[config.mk]
export PLATFORM = sky130hd
export DESIGN_NAME = lpm_ctrl
export DESIGN_NICKNAME = d
export VERILOG_FILES = /design/src/rtl/lpm_pkg.sv /design/src/rtl/lpm_cond_sel.sv /design/src/rtl/lpm_qual_timer.sv /design/src/rtl/lpm_state.sv /design/src/rtl/lpm_ctrl.sv
export SDC_FILE = /design/constraint.sdc
export NUM_CORES = 1
export LEC_CHECK = 0
export BUFFER_PORTS_ARGS = -buffer_cell sky130_fd_sc_hd__buf_2
export CAP_MARGIN = 20
export CORE_ASPECT_RATIO = 0.75
export CORE_MARGIN = 2
export CORE_UTILIZATION = 59
export DETAILED_ROUTE_END_ITERATION = 10
export PLACE_DENSITY = 0.84
export SYNTH_ARGS = -nofsm -noshare
export SYNTH_HDL_FRONTEND = slang
export SYNTH_HIERARCHICAL = 1
export SYNTH_SLANG_ARGS = --single-unit
[constraint.sdc]
create_clock -name clk -period 5.3 [get_ports clk]
set_clock_uncertainty 0.2 [all_clocks]
set_input_delay 1.06 -clock clk [delete_from_list [all_inputs] [get_ports clk]]
set_output_delay 1.06 -clock clk [all_outputs]
set_load 0.005 [all_outputs]
[src/rtl/lpm_pkg.sv]
package lpm_pkg;
  typedef enum logic [1:0] {
    SRC_ANALOG = 2'b00,
    SRC_PIN    = 2'b01,
    SRC_REG    = 2'b10,
    SRC_REG2   = 2'b11
  } lpm_src_e;

  function automatic int unsigned lpm_max(input int unsigned a, input int unsigned b);
    return (a > b) ? a : b;
  endfunction
endpackage

[src/rtl/lpm_cond_sel.sv]
module lpm_cond_sel
  import lpm_pkg::*;
#(
  parameter int unsigned ANA_W     = 9,
  parameter int unsigned CMD_W     = 9,
  parameter int unsigned CNT_W     = 8,
  parameter int unsigned ENTER_TH  = 17,
  parameter int unsigned EXIT_SB   = 21,
  parameter int unsigned EXIT_SL   = 380,
  parameter int unsigned T_ANA_SB  = 250,
  parameter int unsigned T_ANA_SL  = 260,
  parameter int unsigned T_PIN_SB  = 3000,
  parameter int unsigned T_PIN_SL  = 2900,
  parameter int unsigned T_XPIN    = 4,
  parameter int unsigned T_XANA_SB = 700,
  parameter int unsigned T_XANA_SL = 4
) (
  input  logic [1:0]       src_sel,
  input  logic [ANA_W-1:0] ana_level,
  input  logic             spd_pin,
  input  logic [CMD_W-1:0] spd_cmd,
  input  logic             lp_inhibit,
  input  logic             sleep_variant,
  input  logic             lp_q,
  input  logic             sleep_q,
  output logic             qual,
  output logic [CNT_W-1:0] limit
);
  localparam logic [ANA_W-1:0] TH_EN  = ANA_W'(ENTER_TH);
  localparam logic [ANA_W-1:0] TH_XSB = ANA_W'(EXIT_SB);
  localparam logic [ANA_W-1:0] TH_XSL = ANA_W'(EXIT_SL);
  localparam logic [CNT_W-1:0] L_ASB  = CNT_W'(T_ANA_SB);
  localparam logic [CNT_W-1:0] L_ASL  = CNT_W'(T_ANA_SL);
  localparam logic [CNT_W-1:0] L_PSB  = CNT_W'(T_PIN_SB);
  localparam logic [CNT_W-1:0] L_PSL  = CNT_W'(T_PIN_SL);
  localparam logic [CNT_W-1:0] L_XP   = CNT_W'(T_XPIN);
  localparam logic [CNT_W-1:0] L_XASB = CNT_W'(T_XANA_SB);
  localparam logic [CNT_W-1:0] L_XASL = CNT_W'(T_XANA_SL);

  lpm_src_e src;
  logic     cmd_zero;

  assign src      = lpm_src_e'(src_sel);
  assign cmd_zero = (spd_cmd == '0);

  always_comb begin
    qual  = 1'b0;
    limit = L_XP;
    if (!lp_q) begin
      unique case (src)
        SRC_ANALOG: begin
          qual  = (ana_level < TH_EN);
          limit = sleep_variant ? L_ASL : L_ASB;
        end
        SRC_PIN: begin
          qual  = !spd_pin;
          limit = sleep_variant ? L_PSL : L_PSB;
        end
        default: begin
          qual  = cmd_zero;
          limit = sleep_variant ? L_PSL : L_PSB;
        end
      endcase
      qual = qual && !lp_inhibit;
    end else if (sleep_q) begin
      if (src == SRC_ANALOG) begin
        qual  = (ana_level > TH_XSL);
        limit = L_XASL;
      end else begin
        qual  = spd_pin;
        limit = L_XP;
      end
    end else begin
      unique case (src)
        SRC_ANALOG: begin
          qual  = (ana_level > TH_XSB);
          limit = L_XASB;
        end
        SRC_PIN: begin
          qual  = spd_pin;
          limit = L_XP;
        end
        default: begin
          qual  = !cmd_zero;
          limit = L_XP;
        end
      endcase
    end
  end
endmodule

[src/rtl/lpm_qual_timer.sv]
module lpm_qual_timer #(
  parameter int unsigned CNT_W = 8
) (
  input  logic             clk,
  input  logic             rst_n,
  input  logic             run,
  input  logic [CNT_W-1:0] limit,
  output logic             done
);
  logic [CNT_W-1:0] cnt_q;
  logic [CNT_W-1:0] cnt_d;

  assign done = run && (cnt_q == (limit - 1'b1));

  always_comb begin
    if (!run || done) cnt_d = '0;
    else              cnt_d = cnt_q + 1'b1;
  end

  always_ff @(posedge clk or negedge rst_n) begin
    if (!rst_n) cnt_q <= '0;
    else        cnt_q <= cnt_d;
  end
endmodule

[src/rtl/lpm_state.sv]
module lpm_state (
  input  logic clk,
  input  logic rst_n,
  input  logic done,
  input  logic sleep_variant,
  output logic lp_q,
  output logic sleep_q,
  output logic req_q
);
  logic lp_d;
  logic sleep_d;
  logic req_d;
  logic enter;

  assign enter = done && !lp_q;

  always_comb begin
    lp_d    = lp_q;
    sleep_d = sleep_q;
    req_d   = 1'b0;
    if (done) lp_d = !lp_q;
    if (enter) begin
      sleep_d = sleep_variant;
      req_d   = sleep_variant;
    end
  end

  always_ff @(posedge clk or negedge rst_n) begin
    if (!rst_n) begin
      lp_q    <= 1'b0;
      sleep_q <= 1'b0;
      req_q   <= 1'b0;
    end else begin
      lp_q    <= lp_d;
      sleep_q <= sleep_d;
      req_q   <= req_d;
    end
  end
endmodule

[src/rtl/lpm_ctrl.sv]
module lpm_ctrl
  import lpm_pkg::*;
#(
  parameter int unsigned ANA_W     = 9,
  parameter int unsigned CMD_W     = 9,
  parameter int unsigned ENTER_TH  = 17,
  parameter int unsigned EXIT_SB   = 21,
  parameter int unsigned EXIT_SL   = 380,
  parameter int unsigned T_ANA_SB  = 250,
  parameter int unsigned T_ANA_SL  = 260,
  parameter int unsigned T_PIN_SB  = 3000,
  parameter int unsigned T_PIN_SL  = 2900,
  parameter int unsigned T_XPIN    = 4,
  parameter int unsigned T_XANA_SB = 700,
  parameter int unsigned T_XANA_SL = 4
) (
  input  logic             clk,
  input  logic             rst_n,
  input  logic [1:0]       src_sel,
  input  logic [ANA_W-1:0] ana_level,
  input  logic             spd_pin,
  input  logic [CMD_W-1:0] spd_cmd,
  input  logic             lp_inhibit,
  input  logic             sleep_variant,
  output logic             lp_active,
  output logic             drive_en,
  output logic             regif_en,
  output logic             reg_reset_req
);
  localparam int unsigned T_MAX = lpm_max(lpm_max(lpm_max(T_ANA_SB, T_ANA_SL),
                                                  lpm_max(T_PIN_SB, T_PIN_SL)),
                                          lpm_max(T_XPIN, lpm_max(T_XANA_SB, T_XANA_SL)));
  localparam int unsigned CNT_W = $clog2(T_MAX + 1);

  logic [1:0]       src_q, src_d;
  logic             var_q, var_d;
  logic             cfg_chg;
  logic             qual, run, done;
  logic [CNT_W-1:0] limit;
  logic             lp_q, sleep_q, req_q;

  assign src_d   = src_sel;
  assign var_d   = sleep_variant;
  assign cfg_chg = (src_sel != src_q) || (sleep_variant != var_q);
  assign run     = qual && !cfg_chg;

  always_ff @(posedge clk or negedge rst_n) begin
    if (!rst_n) begin
      src_q <= 2'b00;
      var_q <= 1'b0;
    end else begin
      src_q <= src_d;
      var_q <= var_d;
    end
  end

  lpm_cond_sel #(
    .ANA_W(ANA_W), .CMD_W(CMD_W), .CNT_W(CNT_W),
    .ENTER_TH(ENTER_TH), .EXIT_SB(EXIT_SB), .EXIT_SL(EXIT_SL),
    .T_ANA_SB(T_ANA_SB), .T_ANA_SL(T_ANA_SL),
    .T_PIN_SB(T_PIN_SB), .T_PIN_SL(T_PIN_SL),
    .T_XPIN(T_XPIN), .T_XANA_SB(T_XANA_SB), .T_XANA_SL(T_XANA_SL)
  ) u_cond (
    .src_sel(src_sel), .ana_level(ana_level), .spd_pin(spd_pin),
    .spd_cmd(spd_cmd), .lp_inhibit(lp_inhibit), .sleep_variant(sleep_variant),
    .lp_q(lp_q), .sleep_q(sleep_q), .qual(qual), .limit(limit)
  );

  lpm_qual_timer #(.CNT_W(CNT_W)) u_timer (
    .clk(clk), .rst_n(rst_n), .run(run), .limit(limit), .done(done)
  );

  lpm_state u_state (
    .clk(clk), .rst_n(rst_n), .done(done), .sleep_variant(sleep_variant),
    .lp_q(lp_q), .sleep_q(sleep_q), .req_q(req_q)
  );

  assign lp_active     = lp_q;
  assign drive_en      = !lp_q;
  assign regif_en      = !(lp_q && sleep_q);
  assign reg_reset_req = req_q;
endmodule

Yosys cells after proc, flatten, opt, wreduce, memory -nomap -nowiden
Cells that the tools add are included.
{ "op_classes": {"order_cmp": 3, "shifts": 0, "eq_ne": 4, "div_mod_pow": 0, "add_sub_neg": 2, "bitwise_logic": 0, "muxes": 14, "n_mul": 0, "n_reduce_logical": 16} }
{ "ops": {"columns": ["cell", "n"], "rows": [
  ["12-bit two-way mux", 4],
  ["12-bit by 1-bit adder with 12-bit output (second input constant)", 1],
  ["12-bit equality test", 1],
  ["12-bit by 1-bit subtractor with 12-bit output (second input constant)", 1],
  ["10-bit two-way mux", 1],
  ["9-bit by 5-bit > comparator with 1-bit output (second input constant)", 1],
  ["9-bit > comparator (second input constant)", 1],
  ["9-bit zero test", 1],
  ["9-bit by 5-bit less-than comparator with 1-bit output (second input constant)", 1],
  ["9-bit two-way mux", 1],
  ["8-bit two-way mux", 1],
  ["1-bit zero test", 7],
  ["1-bit logical AND", 5],
  ["1-bit two-way mux", 5],
  ["1-bit one-hot mux with 2 select lines", 2],
  ["2-bit by 1-bit equality test with 1-bit output (second input constant)", 1],
  ["2-bit zero test", 1],
  ["1-bit logical OR", 2],
  ["2-bit inequality test", 1],
  ["1-bit inequality test", 1]
]} }
{ "totals": {"ram_bits": 0, "romBits": 0, "ff_bits": 18, "n_memories": 0, "output_inout_bits": 4, "inputBits": 25, "latchBits": 0} }

Depth between registers and ports, before layout
{ "logic_depth": {"word_depth": 9, "mapped_depth": 13, "depth_no_buf": 13} }

Hierarchy
The synthesis kept the hierarchy.
{ "by_module_without_submodules": {"columns": ["module", "area_per_inst_um2", "cells_each", "n_inst"], "rows": [
  ["lpm_qual_timer", 1024.7, 117, 1],
  ["lpm_cond_sel", 290.3, 40, 1],
  ["lpm_ctrl", 117.6, 9, 1],
  ["lpm_state", 106.4, 7, 1]
]} }

Least setup slack after synthesis
No wires, ideal clock.
{ "synth_path": {"path_kind": "input to register", "start": "input src_sel[1]", "end": "register u_state.sleep_q", "path_slack_ns": 1.614, "required_ns": 4.982, "setup_time_ns": 0.118, "arrival_time_ns": 3.368, "cell_stages": 11, "path_cell_list": "nor2_1 ha_1 o21ai_1 or2_2 or4_1 o32ai_1 a31oi_1 a2111oi_4 and2_1 nand2b_1 a21o_1"} }
{ "synth_between": {"elab_chain_cells": 8, "word_cells_on_any_way": 21, "cone_classes": "add/sub: 1; eq/ne: 3; mux: 10; reduce/logical: 7"} }
{ "synth_lines": {"columns": ["element", "line_no", "text"], "rows": [
  ["start: declaration", "lpm_ctrl.sv:19", "input logic [1:0] src_sel,"],
  ["2-bit zero test (*)", "lpm_cond_sel.sv:50, lpm_cond_sel.sv:74", null],
  ["10-bit two-way mux", "lpm_cond_sel.sv:74", "unique case (src)"],
  ["12-bit two-way mux", "lpm_cond_sel.sv:65", "end else if (sleep_q) begin"],
  ["12-bit two-way mux (*)", "lpm_cond_sel.sv:49", "if (!lp_q) begin"],
  ["via limit[4]", "lpm_ctrl.sv:39", "logic [CNT_W-1:0] limit;"],
  ["12-bit by 1-bit subtractor with 12-bit output (*)", "lpm_qual_timer.sv:13", "assign done = run && (cnt_q == (limit - 1'b1));"],
  ["12-bit equality test (*)", "lpm_qual_timer.sv:13", null],
  ["1-bit logical AND (*)", "lpm_qual_timer.sv:13", null],
  ["via done", "lpm_ctrl.sv:38", "logic qual, run, done;"],
  ["1-bit logical AND (*)", "lpm_state.sv:15", "assign enter = done && !lp_q;"],
  ["end signal: assignment", "lpm_state.sv:35", "sleep_q <= sleep_d;"],
  ["end: declaration", "lpm_state.sv:7", "output logic sleep_q,"]
]} }
Mark *: on every way through the listed nets, which the timed path passes. The rest lies on a longest branch. The select of a mux whose other input is x is not followed.
A chain may end at the register's enable or synchronous reset.

Final worst setup path
Ends and elaborated chain as after synthesis.

==> results.yml <==
clock_network:
  ctsHoldBuffers: 0
  htree_levels: 1
  postCtsSetupRepairBufs: 0
  clk_pin_slew_worst_paths_ns: 0.10
  cts-resized-gates: 0
  clockBufferDepth: 2
  cts_buffers: 3
  root_buffer: "clkbuf_4"
  insertion_delay_ns: 0.28
  cts_sinks: 18
  cts_tree: "yes"
run:
  timing.max_cap.violations: 0
sta:
  max_slew_margin_pct: 62.8
  setup_tns_ns: 0
  setup_viol: 0
  hold_viol: 0
  slew_violations: 0
  rsz0062_at_grt: "no"
  period_needed_ns: 4.13
  worst_pin_slew_ns: 0.553
  post-route-period-util_pct: 78.0
  max_freq_mhz: 242
die:
  fp-row-count: 15
  die_h_um: 48.2
  initial_core_util_pct: 64.6
  core_area_sq_um: 2380
  die_x_um: 63.0
  fp.dieArea_sq_um: 3040
  io_pins: 29
global_route:
  track_usage_pct: 25.1
  grt_pass1_vias: 1295
  grt_max_degree: 19
  grt_antenna_before_repair: 0
  grt_pass1_wl_um: 5840
  overflow: 0
cells_and_area:
  fillers: 199
  fin_util_pct: 71.6
  drive_gt1_share_pct: 27.1
  fin_cells: 233
  fin_area_sq_um: 1710
  syn2layout_area_growth_pct: 10.9
  diodes: 0
  final_net_count: 230
yosys:
  synth_seq_area_share_pct: 29.3
  yosys.area_share.simple_pct: 32.3
  synth_adder_area_share_pct: 4.07
  muxShareOfSynthArea_pct: 0.650
  synthTopCellsByArea: "dfrtp_1, xnor2_1, nand2_1, ha_1, nor2_2"
  syn_area_sq_um: 1540
  synth_top_family_by_area: "simple AND/OR/NAND/NOR gates"
  synth_common_cells: "xnor2_1, nand2_1, dfrtp_1, nor2_2, nor2_1"
  synth-compound-area-share_pct: 12.8
  ys.flop_type: "dfrtp_1"
  synthesis.instances: 173
  async_flop_share_pct: 100
  synth_most_common_cell: "xnor2_1"
  ys_warn_count: 6
  ys_ff_latch: 18
  yosys.area.top_type: "dfrtp_1"
  synth_cell_type_count: 53
  synthXorXnorAreaFrac_pct: 15.4
  syn_avg_cell_area_sq_um: 8.90
  synth-edff-count: 0
  synth_top_cell_area_share_pct: 29.3
placed_design:
  gp_congestion: 0.874
  hpwl_um: 2790
  dpl.cell_count: 229
  placed_area_sq_um: 1670
  port-buffer-count: 28
setup_path:
  path_class: "in -> reg"
  r2r_cells: 11
  cp-start-kind: "input pin"
  r2r_slack_ns: 1.59
  worstPathRequired_ns: 5.33
  critPathArrivalTime_ns: 4.16
  end_kind: "flop"
  cp_max_fo: 14
drt:
  ant_nets: 0
  num_vias: 1381
  first_pass_iters: 4
  wirelength_um: 3540
  wl_per_cell_um: 15.2
  drcViolationCount: 0
  via_per_inst: 5.93
  first_iter_violations: 66
power:
  p_leak_uw: 0.000730
  peakVddDrop_mv: 0.154
  power.density_nw_per_um2: 160
worst_hold_path:
  holdPathStages: 3
  hold_class: "reg -> reg"
run_status:
  status: "finished clean"
[cell families (layout without fill, tap and decap cells)]
family                   count (synthesis)  in the layout
adder cells (fa/ha/maj)                  5              5
XOR/XNOR                                27             27
other                                    1              2
AND/OR/NAND/NOR                         85             85
multiplexers                             1              1
buffers and inverters                   13             38
flip-flops                              18             18
AO/OA/AOI/OAI                           23             23
[stage by stage]
stage               hold slack (ns)  total power, uW  setup WS [ns]
CTS                           0.392              274           1.22
finish                        0.385              273           1.17
floorplan                     0.294              173           1.61
detailed placement            0.376              192          0.917
global route                  0.416              285          0.948
global placement              0.357              189           1.13
[critical path: stages]
cell and delay [ns]:
buf_2 0.16, nor2_1 0.37, nand3b_1 0.20, nand2_1 0.40
xnor2_1 0.21, or2b_4 0.29, o32ai_1 0.24, a31oi_1 0.11
a2111oi_4 0.34, buf_4 0.28, and2_1 0.21, and3b_1 0.20
a21o_1 0.09
[power breakdown]
part	internal (uW)	total [uW]	switching, uW	leakage [uW]
clock network	41.8	82.8	41.0	0.0000210
logic	22.0	50.8	28.8	0.000464
registers	139	139	0.891	0.000245
[metal layers]
layer | global-route usage, % | share of wire [%]
met3 | 1.62 | 7.5
met1 | 31.6 | 43
met4 | 8.44 | 1.1
met2 | 48.3 | 48
met5 | 0 | 0
[sequential cells by signal (all words and copies together), names as in the netlist]
| name | count |
|---|---|
| var_q | 1 |
| u_state/sleep_q | 1 |
| src_q | 2 |
| u_timer/cnt_q | 12 |
| u_state/lp_q | 1 |
| u_state/req_q | 1 |
[layout by cell type (no fill, tap or decap), types with 2 or more instances in the layout]
master,n
dfrtp_1,18
buf_2,28
o31ai_1,2
clkbuf_4,3
a21o_1,3
nand3_1,8
xor2_1,5
o21ai_1,2
nand4b_1,2
a311oi_1,2
nor2b_1,3
nand4_1,4
nor2_2,10
nor3_1,8
ha_1,5
o21ai_0,2
nand2_1,20
nor2_1,9
inv_1,5
and3_1,2
nand3b_1,3
conb_1,2
xnor2_1,22
a31o_1,2
[final cells by class]
class / count / area [sq um] / area share (%)
repair buffers: 29 / 148 / 8.65
multi-input cells: 143 / 1010 / 59.2
well taps: 34 / 42.5 / 2.49
flip-flops and latches: 18 / 450 / 26.4
clock buffers: 4 / 36.3 / 2.13
inverters: 5 / 18.8 / 1.10
[final timing paths]
kind,startpoint,endpoint
setup / recovery,src_sel[1],u_state/sleep_q
hold / removal,u_timer/cnt_q[11],u_timer/cnt_q[11]
setup reg to reg,u_state/lp_q,u_state/sleep_q
hold reg to reg,u_timer/cnt_q[11],u_timer/cnt_q[11]
max in group asynchronous,rst_n,var_q
min in group asynchronous,rst_n,u_state/lp_q
Note: power is estimated with default switching activity, not from simulation.
